## src/rtl/bitop_unit.sv

```systemverilog
module bitop_unit #(
  parameter int DATA_W = 8,
  parameter int REG_W  = 16
) (
  input  logic                      clk,
  input  logic                      rst_n,
  input  logic                      op_valid,
  input  logic [3:0]                opcode,
  input  logic [DATA_W-1:0]         operand,
  input  logic                      use_reg,
  input  logic [$clog2(DATA_W)-1:0] imm_bit,
  input  logic [REG_W-1:0]          reg_val,
  output logic [DATA_W-1:0]         result,
  output logic                      wb_en,
  output logic                      carry,
  output logic                      zero
);
  localparam int IDX_W = $clog2(DATA_W);

  localparam logic [3:0] OP_SET   = 4'd0;
  localparam logic [3:0] OP_CLR   = 4'd1;
  localparam logic [3:0] OP_NOT   = 4'd2;
  localparam logic [3:0] OP_ST    = 4'd3;
  localparam logic [3:0] OP_IST   = 4'd4;
  localparam logic [3:0] OP_LD    = 4'd5;
  localparam logic [3:0] OP_ILD   = 4'd6;
  localparam logic [3:0] OP_TST   = 4'd7;
  localparam logic [3:0] OP_AND   = 4'd8;
  localparam logic [3:0] OP_IAND  = 4'd9;
  localparam logic [3:0] OP_OR    = 4'd10;
  localparam logic [3:0] OP_IOR   = 4'd11;
  localparam logic [3:0] OP_XOR   = 4'd12;
  localparam logic [3:0] OP_IXOR  = 4'd13;

  logic [IDX_W-1:0]  idx;
  logic              sel_bit;
  logic [DATA_W-1:0] mask;
  logic              wr, new_bit, nxt_carry, nxt_zero;

  assign idx     = use_reg ? reg_val[IDX_W-1:0] : imm_bit;
  assign sel_bit = operand[idx];
  assign mask    = {{(DATA_W-1){1'b0}}, 1'b1} << idx;

  always_comb begin
    wr        = 1'b0;
    new_bit   = sel_bit;
    nxt_carry = carry;
    nxt_zero  = zero;
    case (opcode)
      OP_SET:  begin wr = 1'b1; new_bit = 1'b1;     end
      OP_CLR:  begin wr = 1'b1; new_bit = 1'b0;     end
      OP_NOT:  begin wr = 1'b1; new_bit = ~sel_bit; end
      OP_ST:   begin wr = 1'b1; new_bit = carry;    end
      OP_IST:  begin wr = 1'b1; new_bit = ~carry;   end
      OP_LD:   nxt_carry = sel_bit;
      OP_ILD:  nxt_carry = ~sel_bit;
      OP_TST:  nxt_zero  = ~sel_bit;
      OP_AND:  nxt_carry = carry & sel_bit;
      OP_IAND: nxt_carry = carry & ~sel_bit;
      OP_OR:   nxt_carry = carry | sel_bit;
      OP_IOR:  nxt_carry = carry | ~sel_bit;
      OP_XOR:  nxt_carry = carry ^ sel_bit;
      OP_IXOR: nxt_carry = carry ^ ~sel_bit;
      default: ;
    endcase
  end

  always_ff @(posedge clk) begin
    if (!rst_n) begin
      result <= '0;
      wb_en  <= 1'b0;
      carry  <= 1'b0;
      zero   <= 1'b0;
    end else if (op_valid) begin
      result <= wr ? ((operand & ~mask) | (new_bit ? mask : '0)) : operand;
      wb_en  <= wr;
      carry  <= nxt_carry;
      zero   <= nxt_zero;
    end else begin
      wb_en  <= 1'b0;
    end
  end

  assert_reset_clear_R1: assert property (@(posedge clk)
    !$past(rst_n) |-> (!carry && !zero && !wb_en && result == '0));

  assert_wb_one_bit_R3: assert property (@(posedge clk) disable iff (!rst_n)
    wb_en |-> $countones(result ^ $past(operand)) <= 1);

  assert_wb_needs_op_R9: assert property (@(posedge clk) disable iff (!rst_n)
    wb_en |-> $past(op_valid));

  assert_idle_hold_R9: assert property (@(posedge clk) disable iff (!rst_n)
    (!op_valid && $past(rst_n)) |=> ($stable(carry) && $stable(zero) && $stable(result)));

  assert_test_no_write_R6: assert property (@(posedge clk) disable iff (!rst_n)
    (op_valid && opcode == OP_TST) |=> (!wb_en && $stable(carry) && result == $past(operand)));

  assert_zero_only_test_R6: assert property (@(posedge clk) disable iff (!rst_n)
    (op_valid && opcode != OP_TST && $past(rst_n)) |=> $stable(zero));

  assert_reserved_quiet_R8: assert property (@(posedge clk) disable iff (!rst_n)
    (op_valid && opcode >= 4'd14 && $past(rst_n)) |=> (!wb_en && $stable(carry) && $stable(zero)));
endmodule

```

## config.mk

```make
export PLATFORM = sky130hd
export DESIGN_NAME = bitop_unit
export DESIGN_NICKNAME = d
export VERILOG_FILES = /design/src/rtl/bitop_unit.sv
export SDC_FILE = /design/constraint.sdc
export NUM_CORES = 1
export LEC_CHECK = 0
export ABC_AREA = 1
export BUFFER_PORTS_ARGS = -buffer_cell sky130_fd_sc_hd__buf_4
export CORE_MARGIN = 8
export CORE_UTILIZATION = 45
export CTS_BUF_LIST = sky130_fd_sc_hd__clkbuf_8
export CTS_CLUSTER_DIAMETER = 40
export DETAILED_ROUTE_END_ITERATION = 8
export GPL_TIMING_DRIVEN = 1
export MAX_ROUTING_LAYER = met4
export PLACE_DENSITY_LB_ADDON = 0.15
export SLEW_MARGIN = 25
export SYNTH_ARGS = -nofsm -noshare
export SYNTH_HDL_FRONTEND = slang
export SYNTH_SLANG_ARGS = --single-unit
```

## constraint.sdc

```tcl
create_clock -name clk -period 2.7 [get_ports clk]
set_input_delay 0.54 -clock clk [delete_from_list [all_inputs] [get_ports clk]]
set_output_delay 0.54 -clock clk [all_outputs]
set_load 0.01 [all_outputs]
```

==> summary.txt, run 1 <==
Outcome
  – Status: finished, final reports clean

Final layout
  – Fillers: 224
  – Register area: 220 um^2
  – Share of cells above drive strength 1: 30.9%
  – Multi-input gate area: 683 um^2
  – Final Cell Area: 0.00132 mm^2
  – Area growth, synth to finish: 29.3%
  – Antenna diode count: 0
  – Layout Nets: 240
  – Util after Layout: 60.4%

Critical path
  – Reg2reg setup slack: 1.43 ns
  – Element type at the critical path end: flop
  – Reg2reg path depth: 6
  – Worst EP required: 2.81 ns
  – Worst setup SP type: input pin
  – Crit path top cell by count: nand2_2
  – Max incr delay on CP: 0.27 ns
  – Worst r2r src: carry$_SDFFE_PN0P_
  – Crit path arrival time: 1.86 ns
  – Reg-to-Reg End: result[7]$_SDFFE_PN0P_
  – Critical path class: in -> reg
  – Largest fanout on the critical path: 10
  – CP max stage cell: o21ai_4
  – Cell Chain, Critical Path: buf_4, o21ai_4, inv_2, nand2_2, nand2_4, nand2_2, nand3b_2, nor2_4, nand2_1, nand3_1, a21oi_1

Clock tree
  – CTS Buf Count: 3
  – CTS root buf: clkbuf_8
  – Setup bufs post-CTS: 0
  – Worst-Skew Late Latency: 0.24 ns
  – Clock-pin transition on the worst setup and hold timing paths: 0.05 ns
  – Post_cts resized: 0
  – CTS H-tree lvls: 1
  – CTS Sinks: 11
  – TritonCTS clock tree: yes
  – CTS Hold Bufs: 0
  – Clk buf depth: 2

Hold path
  – Hold worst-path end: result[4]$_SDFFE_PN0P_
  – Hold Path Class: reg -> reg
  – Hold path cells: 2
  – Hold_sp: result[4]$_SDFFE_PN0P_

Die
  – Initial Util: 46.7%
  – Die width: 63.7 um
  – Rows: 17
  – DIE AREA: 0.00406 mm^2
  – Core Area: 0.00219 mm^2
  – Overall die height: 63.7 um
  – Top-Level Pins: 46

Timing
  – Fmax: 0.571 GHz
  – Final setup viols: 0
  – Worst Tran Pin Value: 0.341 ns
  – Tmin final: 1.75 ns
  – Slew margin rel.: 77.2%
  – Slew Limit Fails: 0
  – Setup TNS Final: 0 ns
  – Final hold vios: 0
  – Final Cycle Share: 64.9%
  – RSZ-0062 raised after global routing: false
  – Layout Skew: 0.00259 ns

Yosys
  – Main combinational cell family by area after synthesis: simple AND/OR/NAND/NOR gates
  – Syn nets: 206
  – Mux cell area share after synthesis: 0%
  – Yosys warnings: 0
  – Yosys cell types: 23
  – Ys flop type: dfxtp_1
  – EDFF count, synth: 0
  – Xor/xnor share of the synthesized area: 0%
  – Compound-cell area share of the yosys netlist: 12.1%
  – Post-Syn Area per Cell: 5.99 um^2
  – Simple-Gate Fraction of Synth Area: 54.6%
  – Post-synth ARST share: 0%
  – Cell area after synthesis: 0.00102 mm^2
  – Synth Area in Adders: 0%
  – Sequential area share after synthesis: 21.5%
  – Yosys reg bits: 11
  – Gate Count Post-Synth: 171

Routing
  – Via-to-Cell Ratio: 4.98
  – Drt pass-1 iters: 4
  – DRT antenna net count: 0
  – WL final: 2630 um
  – Routed WL per cell: 11.3 um
  – Via count: 1155
  – Initial drt markers: 79
  – Detailed-route DRC error count: 0

GRT
  – All-Layer GR Usage: 13.5%
  – Largest net degree at the start of global routing: 12
  – Antenna violations before repair: 0
  – First-pass GRT wire length: 4550 um
  – Grt ovf: 0
  – Vias in the first global route: 1145

Pwr
  – P_leak: 0.000671 uW
  – PwrDens: 389 mW/mm^2
  – Max IR drop VDD: 0.383 mV
  – Overall power: 515 uW

Placement
  – HPWL after detailed placement: 2150 um
  – Final GP Congestion: 0.845
  – Buffers on Ports: 32
  – Area post-placement: 0.00128 mm^2

Flow run
  – Max_cap viols: 0
registers in the layout, indices dropped and copies added, names as in the netlist:
name,cells
zero,1
wb_en,1
result,8
carry,1
cells in the mapped netlist (2+ instances only):
library cell  number  share of area [%]
nor2_2             2                1.2
o21ai_2            2                1.7
inv_2              2               0.73
nand3_1           31                 15
nand2_4            4                4.4
nand3_2            3                2.9
nor3_1             5                2.4
or2_2              5                3.1
a21oi_1           12                5.9
dfxtp_1           11                 22
nor2_4             2                2.2
inv_1             22                8.1
nand2_2            5                3.1
o21ai_0            6                2.9
nor2_1            16                5.9
nand2_1           36                 13
cell families after synthesis:
group                  after synthesis
flip-flops                          11
AND/OR/NAND/NOR                    110
AO/OA/AOI/OAI                       21
buffers and inverters               29
through the flow:
stage                     setup slack (ns)  cells  hold slack, ns
after floorplan                      0.923    171           0.490
after global placement               0.727    228           0.457
after detailed placement             0.693    228           0.459
after CTS                            0.950    232           0.467
after global routing                 0.809    232           0.487
final                                0.948    232           0.465
placed cells by master, fill, tap and decap left out, drive strengths merged:
| cell | Yosys | final |
|---|---|---|
| nand2 | 45 | 45 |
| o21ai | 9 | 9 |
| buf | 2 | 32 |
| nor3 | 5 | 5 |
| clkbuf | 1 | 3 |
| nand3 | 34 | 34 |
| nand3b | 1 | 1 |
| clkinv | 1 | 1 |
| inv | 25 | 26 |
| nor2 | 20 | 20 |
| a21oi | 12 | 12 |
| or2 | 5 | 5 |
| dfxtp | 11 | 11 |
how the worst max path moves through the flow:
stage	from	end	slack (ns)	depth (start not counted)
floorplan	use_reg	result[4]$_SDFFE_PN0P_	0.92	13
finish	use_reg	result[7]$_SDFFE_PN0P_	0.95	11
global route	use_reg	result[7]$_SDFFE_PN0P_	0.81	11
global placement	use_reg	result[7]$_SDFFE_PN0P_	0.73	11
detailed placement	use_reg	result[7]$_SDFFE_PN0P_	0.69	11
CTS	use_reg	result[7]$_SDFFE_PN0P_	0.95	11
worst max-delay path: cells and delay by family:
kind	cells	cell delay, ns
AOI/OAI and AO/OA	2	0.33
buffers and inverters	2	0.30
and+or+nand+nor	7	0.68
area by class of cell:
| cell class | instances | area share (%) |
|---|---|---|
| clock inverters | 1 | 0.284 |
| clock buffers | 3 | 3.12 |
| well taps | 28 | 2.65 |
| multi-input cells | 131 | 51.6 |
| inverters | 26 | 7.56 |
| flip-flops and latches | 11 | 16.6 |
| repair buffers | 32 | 18.1 |
per-layer routing:
layer / vias up / global-route usage (%) / part of all wire (%)
li1: 616 / - / -
met5: - / - / 0
met3: 0 / 5.12 / 5.4
met1: 516 / 13.9 / 42
met4: 0 / 2.51 / 0
met2: 23 / 24.0 / 53
where the power goes:
part / switching [uW] / internal (uW) / total [uW]
sequential: 5.31 / 172 / 177
combinational: 103 / 75.0 / 178
clock: 59.8 / 99.6 / 159
(Power assumes the default switching activity.)
==> run 2, diff against run 1 <==
==> constraint.sdc (replaced) <==
create_clock -name clk -period 1.8 [get_ports clk]
set_input_delay 0.36 -clock clk [delete_from_list [all_inputs] [get_ports clk]]
set_output_delay 0.36 -clock clk [all_outputs]
set_load 0.01 [all_outputs]
==> run 2 against run 1 <==
Against the previous run: combinational power is 53% higher; global-route usage is 0.19 points higher; critical path depth up 2; worst setup slack got worse by 0.71 ns; register-to-register slack worse by 0.90 ns; routed wire length is 0.80% lower; die area stayed put; via count increased by 2.2%; critical path type unchanged.
==> summary.txt, run 2 (same netlist as run 1, synthesis figures left out) <==
Outcome
  – Status: finished, final reports clean (unchanged)

Timing
  – Fmax: 0.640 GHz
  – Final setup viols: 0 (unchanged)
  – Tmin final: 1.56 ns
  – Slew margin rel.: 77.5% (was 77.2%)
  – Final hold vios: 0 (unchanged)
  – Slew Limit Fails: 0 (unchanged)
  – Layout Skew: 0.00438 ns (was 0.00259 ns)
  – Final WS setup: 0.238 ns (was 0.948 ns)
  – Final Cycle Share: 86.8%
  – Worst Tran Pin Value: 0.337 ns (was 0.341 ns)
  – RSZ-0062 raised after global routing: false (unchanged)

Critical path
  – Reg-to-Reg End: result[5]$_SDFFE_PN0P_ (was result[7]$_SDFFE_PN0P_)
  – Reg2reg setup slack: 0.53 ns (was 1.43 ns)
  – Worst r2r src: carry$_SDFFE_PN0P_ (unchanged)
  – Critical Path Source: use_reg (unchanged)
  – Worst setup SP type: input pin (unchanged)
  – Worst EP required: 1.91 ns (was 2.81 ns)
  – Setup crit end: result[5]$_SDFFE_PN0P_ (was result[7]$_SDFFE_PN0P_)
  – Element type at the critical path end: flop (unchanged)
  – Largest fanout on the critical path: 8 (was 10)
  – Reg2reg path depth: 6 (unchanged)
  – Crit path arrival time: 1.67 ns (was 1.86 ns)
  – Critical path class: in -> reg (unchanged)

Final layout
  – Most common cell after layout, fill and taps aside: nand2_1 (unchanged)
  – Final Non-Filler Cells: 234 (was 232)
  – Largest Register: result (unchanged)
  – Register area: 220 um^2 (unchanged)
  – Max reg flops: 8 (unchanged)
  – Antenna diode count: 0 (unchanged)
  – Area growth, synth to finish: 30.8% (was 29.3%)
  – Share of cells above drive strength 1: 31.6% (was 30.9%)
  – Fillers: 214 (was 224)
  – Final Cell Area: 0.00134 mm^2 (was 0.00132 mm^2)
  – Most frequent cells in the layout: nand2_1 (36), buf_4 (34), nand3_1 (31) (was nand2_1 (36), buf_4 (32), nand3_1 (31))
  – Layout Nets: 242 (was 240)
  – Multi-input gate area: 683 um^2 (unchanged)

Die
  – Core Area: 0.00219 mm^2 (unchanged)
  – Initial Util: 46.7% (unchanged)
  – Top-Level Pins: 46 (unchanged)
  – Die width: 63.7 um (unchanged)
  – DIE AREA: 0.00406 mm^2 (unchanged)
  – Overall die height: 63.7 um (unchanged)
  – Rows: 17 (unchanged)

Routing
  – Detailed-route DRC error count: 0 (unchanged)
  – Via-to-Cell Ratio: 5.04 (was 4.98)
  – Drt pass-1 iters: 4 (unchanged)
  – Routed WL per cell: 11.2 um (was 11.3 um)
  – WL final: 2610 um (was 2630 um)
  – Initial drt markers: 50 (was 79)
  – DRT antenna net count: 0 (unchanged)
  – Via count: 1180 (was 1155)

Clock tree
  – CTS Sinks: 11 (unchanged)
  – Setup bufs post-CTS: 0 (unchanged)
  – Clock-pin transition on the worst setup and hold timing paths: 0.05 ns (about the same)
  – Worst-Skew Late Latency: 0.24 ns (about the same)
  – Clk buf depth: 2 (unchanged)
  – CTS Buf Count: 3 (unchanged)
  – Post_cts resized: 0 (unchanged)
  – TritonCTS clock tree: yes (unchanged)
  – CTS Hold Bufs: 0 (unchanged)
  – CTS H-tree lvls: 1 (unchanged)
  – CTS root buf: clkbuf_8 (unchanged)

Placement
  – Setup WS pre-CTS: -0.0190 ns (was 0.693 ns)
  – Buffers on Ports: 32 (unchanged)
  – HPWL after detailed placement: 2170 um (was 2150 um)
  – Final GP Congestion: 0.846 (was 0.845)
  – Placed cell count: 230 (was 228)
  – Area post-placement: 0.00129 mm^2 (was 0.00128 mm^2)

Hold path
  – Hold Path Class: in -> reg (was reg -> reg)

GRT
  – First-pass GRT wire length: 4580 um (was 4550 um)
  – Largest net degree at the start of global routing: 12 (unchanged)
  – Grt ovf: 0 (unchanged)
  – Antenna violations before repair: 0 (unchanged)
  – All-Layer GR Usage: 13.7% (was 13.5%)
  – Vias in the first global route: 1131 (was 1145)

Flow run
  – Max_cap viols: 0 (unchanged)

Pwr
  – PwrDens: 582 mW/mm^2 (was 389 mW/mm^2)
  – Max IR drop VDD: 0.693 mV (was 0.383 mV)
  – P_leak: 0.000680 uW (was 0.000671 uW)
-- run 2: cell types whose count changed in the layout (fill, tap and decap cells not counted), sizes merged --
cell,previous run,this run
buf,32,34
-- run 2: layer usage --
metal	routed length [um]	up-vias	GRT usage, %
met3	137	0	5.12
met1	1100	535	13.6
met2	1370	28	25.0
met4	0	0	2.51
met5	0	-	-
li1	-	617	-
-- run 2: area by class of cell --
| cell class | count | share of cell area, % |
|---|---|---|
| Inverter | 26 | 7.48 |
| Clock inverter | 1 | 0.280 |
| Clock buffer | 3 | 3.08 |
| Multi-Input combinational cell | 131 | 51.0 |
| Sequential cell | 11 | 16.4 |
| Tap cell | 28 | 2.62 |
| Timing Repair Buffer | 34 | 19.1 |
-- run 2: power by group --
| part | internal, uW | switching (uW) | total, uW | leakage, uW |
|---|---|---|---|---|
| Clock | 150 | 90.6 | 240 | 0.0000269 |
| Sequential | 258 | 8.40 | 266 | 0.0000904 |
| Combinational | 117 | 156 | 272 | 0.000563 |
-- run 2: critical path, cell delays in order --
cell      delay, ns
buf_4          0.16
nand2_2        0.09
inv_2          0.05
nor2_4         0.15
nand3_1        0.12
nand3_2        0.12
nand2_4        0.08
nand2_2        0.07
nand3b_2       0.09
nor2_4         0.17
nand2_1        0.07
nand3_1        0.08
a21oi_1        0.06
-- run 2: worst min path at each step --
stage          cells after the start                    from  slack [ns]                endpoint
2_1_floorplan                      2  result[0]$_SDFFE_PN0P_        0.49  result[0]$_SDFFE_PN0P_
3_3_place_gp                       2  result[1]$_SDFFE_PN0P_        0.46  result[1]$_SDFFE_PN0P_
3_5_place_dp                       2  result[5]$_SDFFE_PN0P_        0.46  result[5]$_SDFFE_PN0P_
4_1_cts                            3                op_valid        0.42        wb_en$_SDFF_PN0_
5_1_grt                            3                op_valid        0.44        wb_en$_SDFF_PN0_
6_report                           3                op_valid        0.43        wb_en$_SDFF_PN0_
-- run 2: through the flow --
stage | setup TNS [ns] | util (%) | power, uW | hold slack [ns]
floorplan | 0 | - | 446 | 0.490
global placement | 0 | 59.1 | 538 | 0.456
detailed placement | -0.0755 | 59.1 | 545 | 0.459
CTS | 0 | 61.1 | 786 | 0.422
global route | 0 | 61.1 | 832 | 0.439
finish | 0 | 61.1 | 779 | 0.430
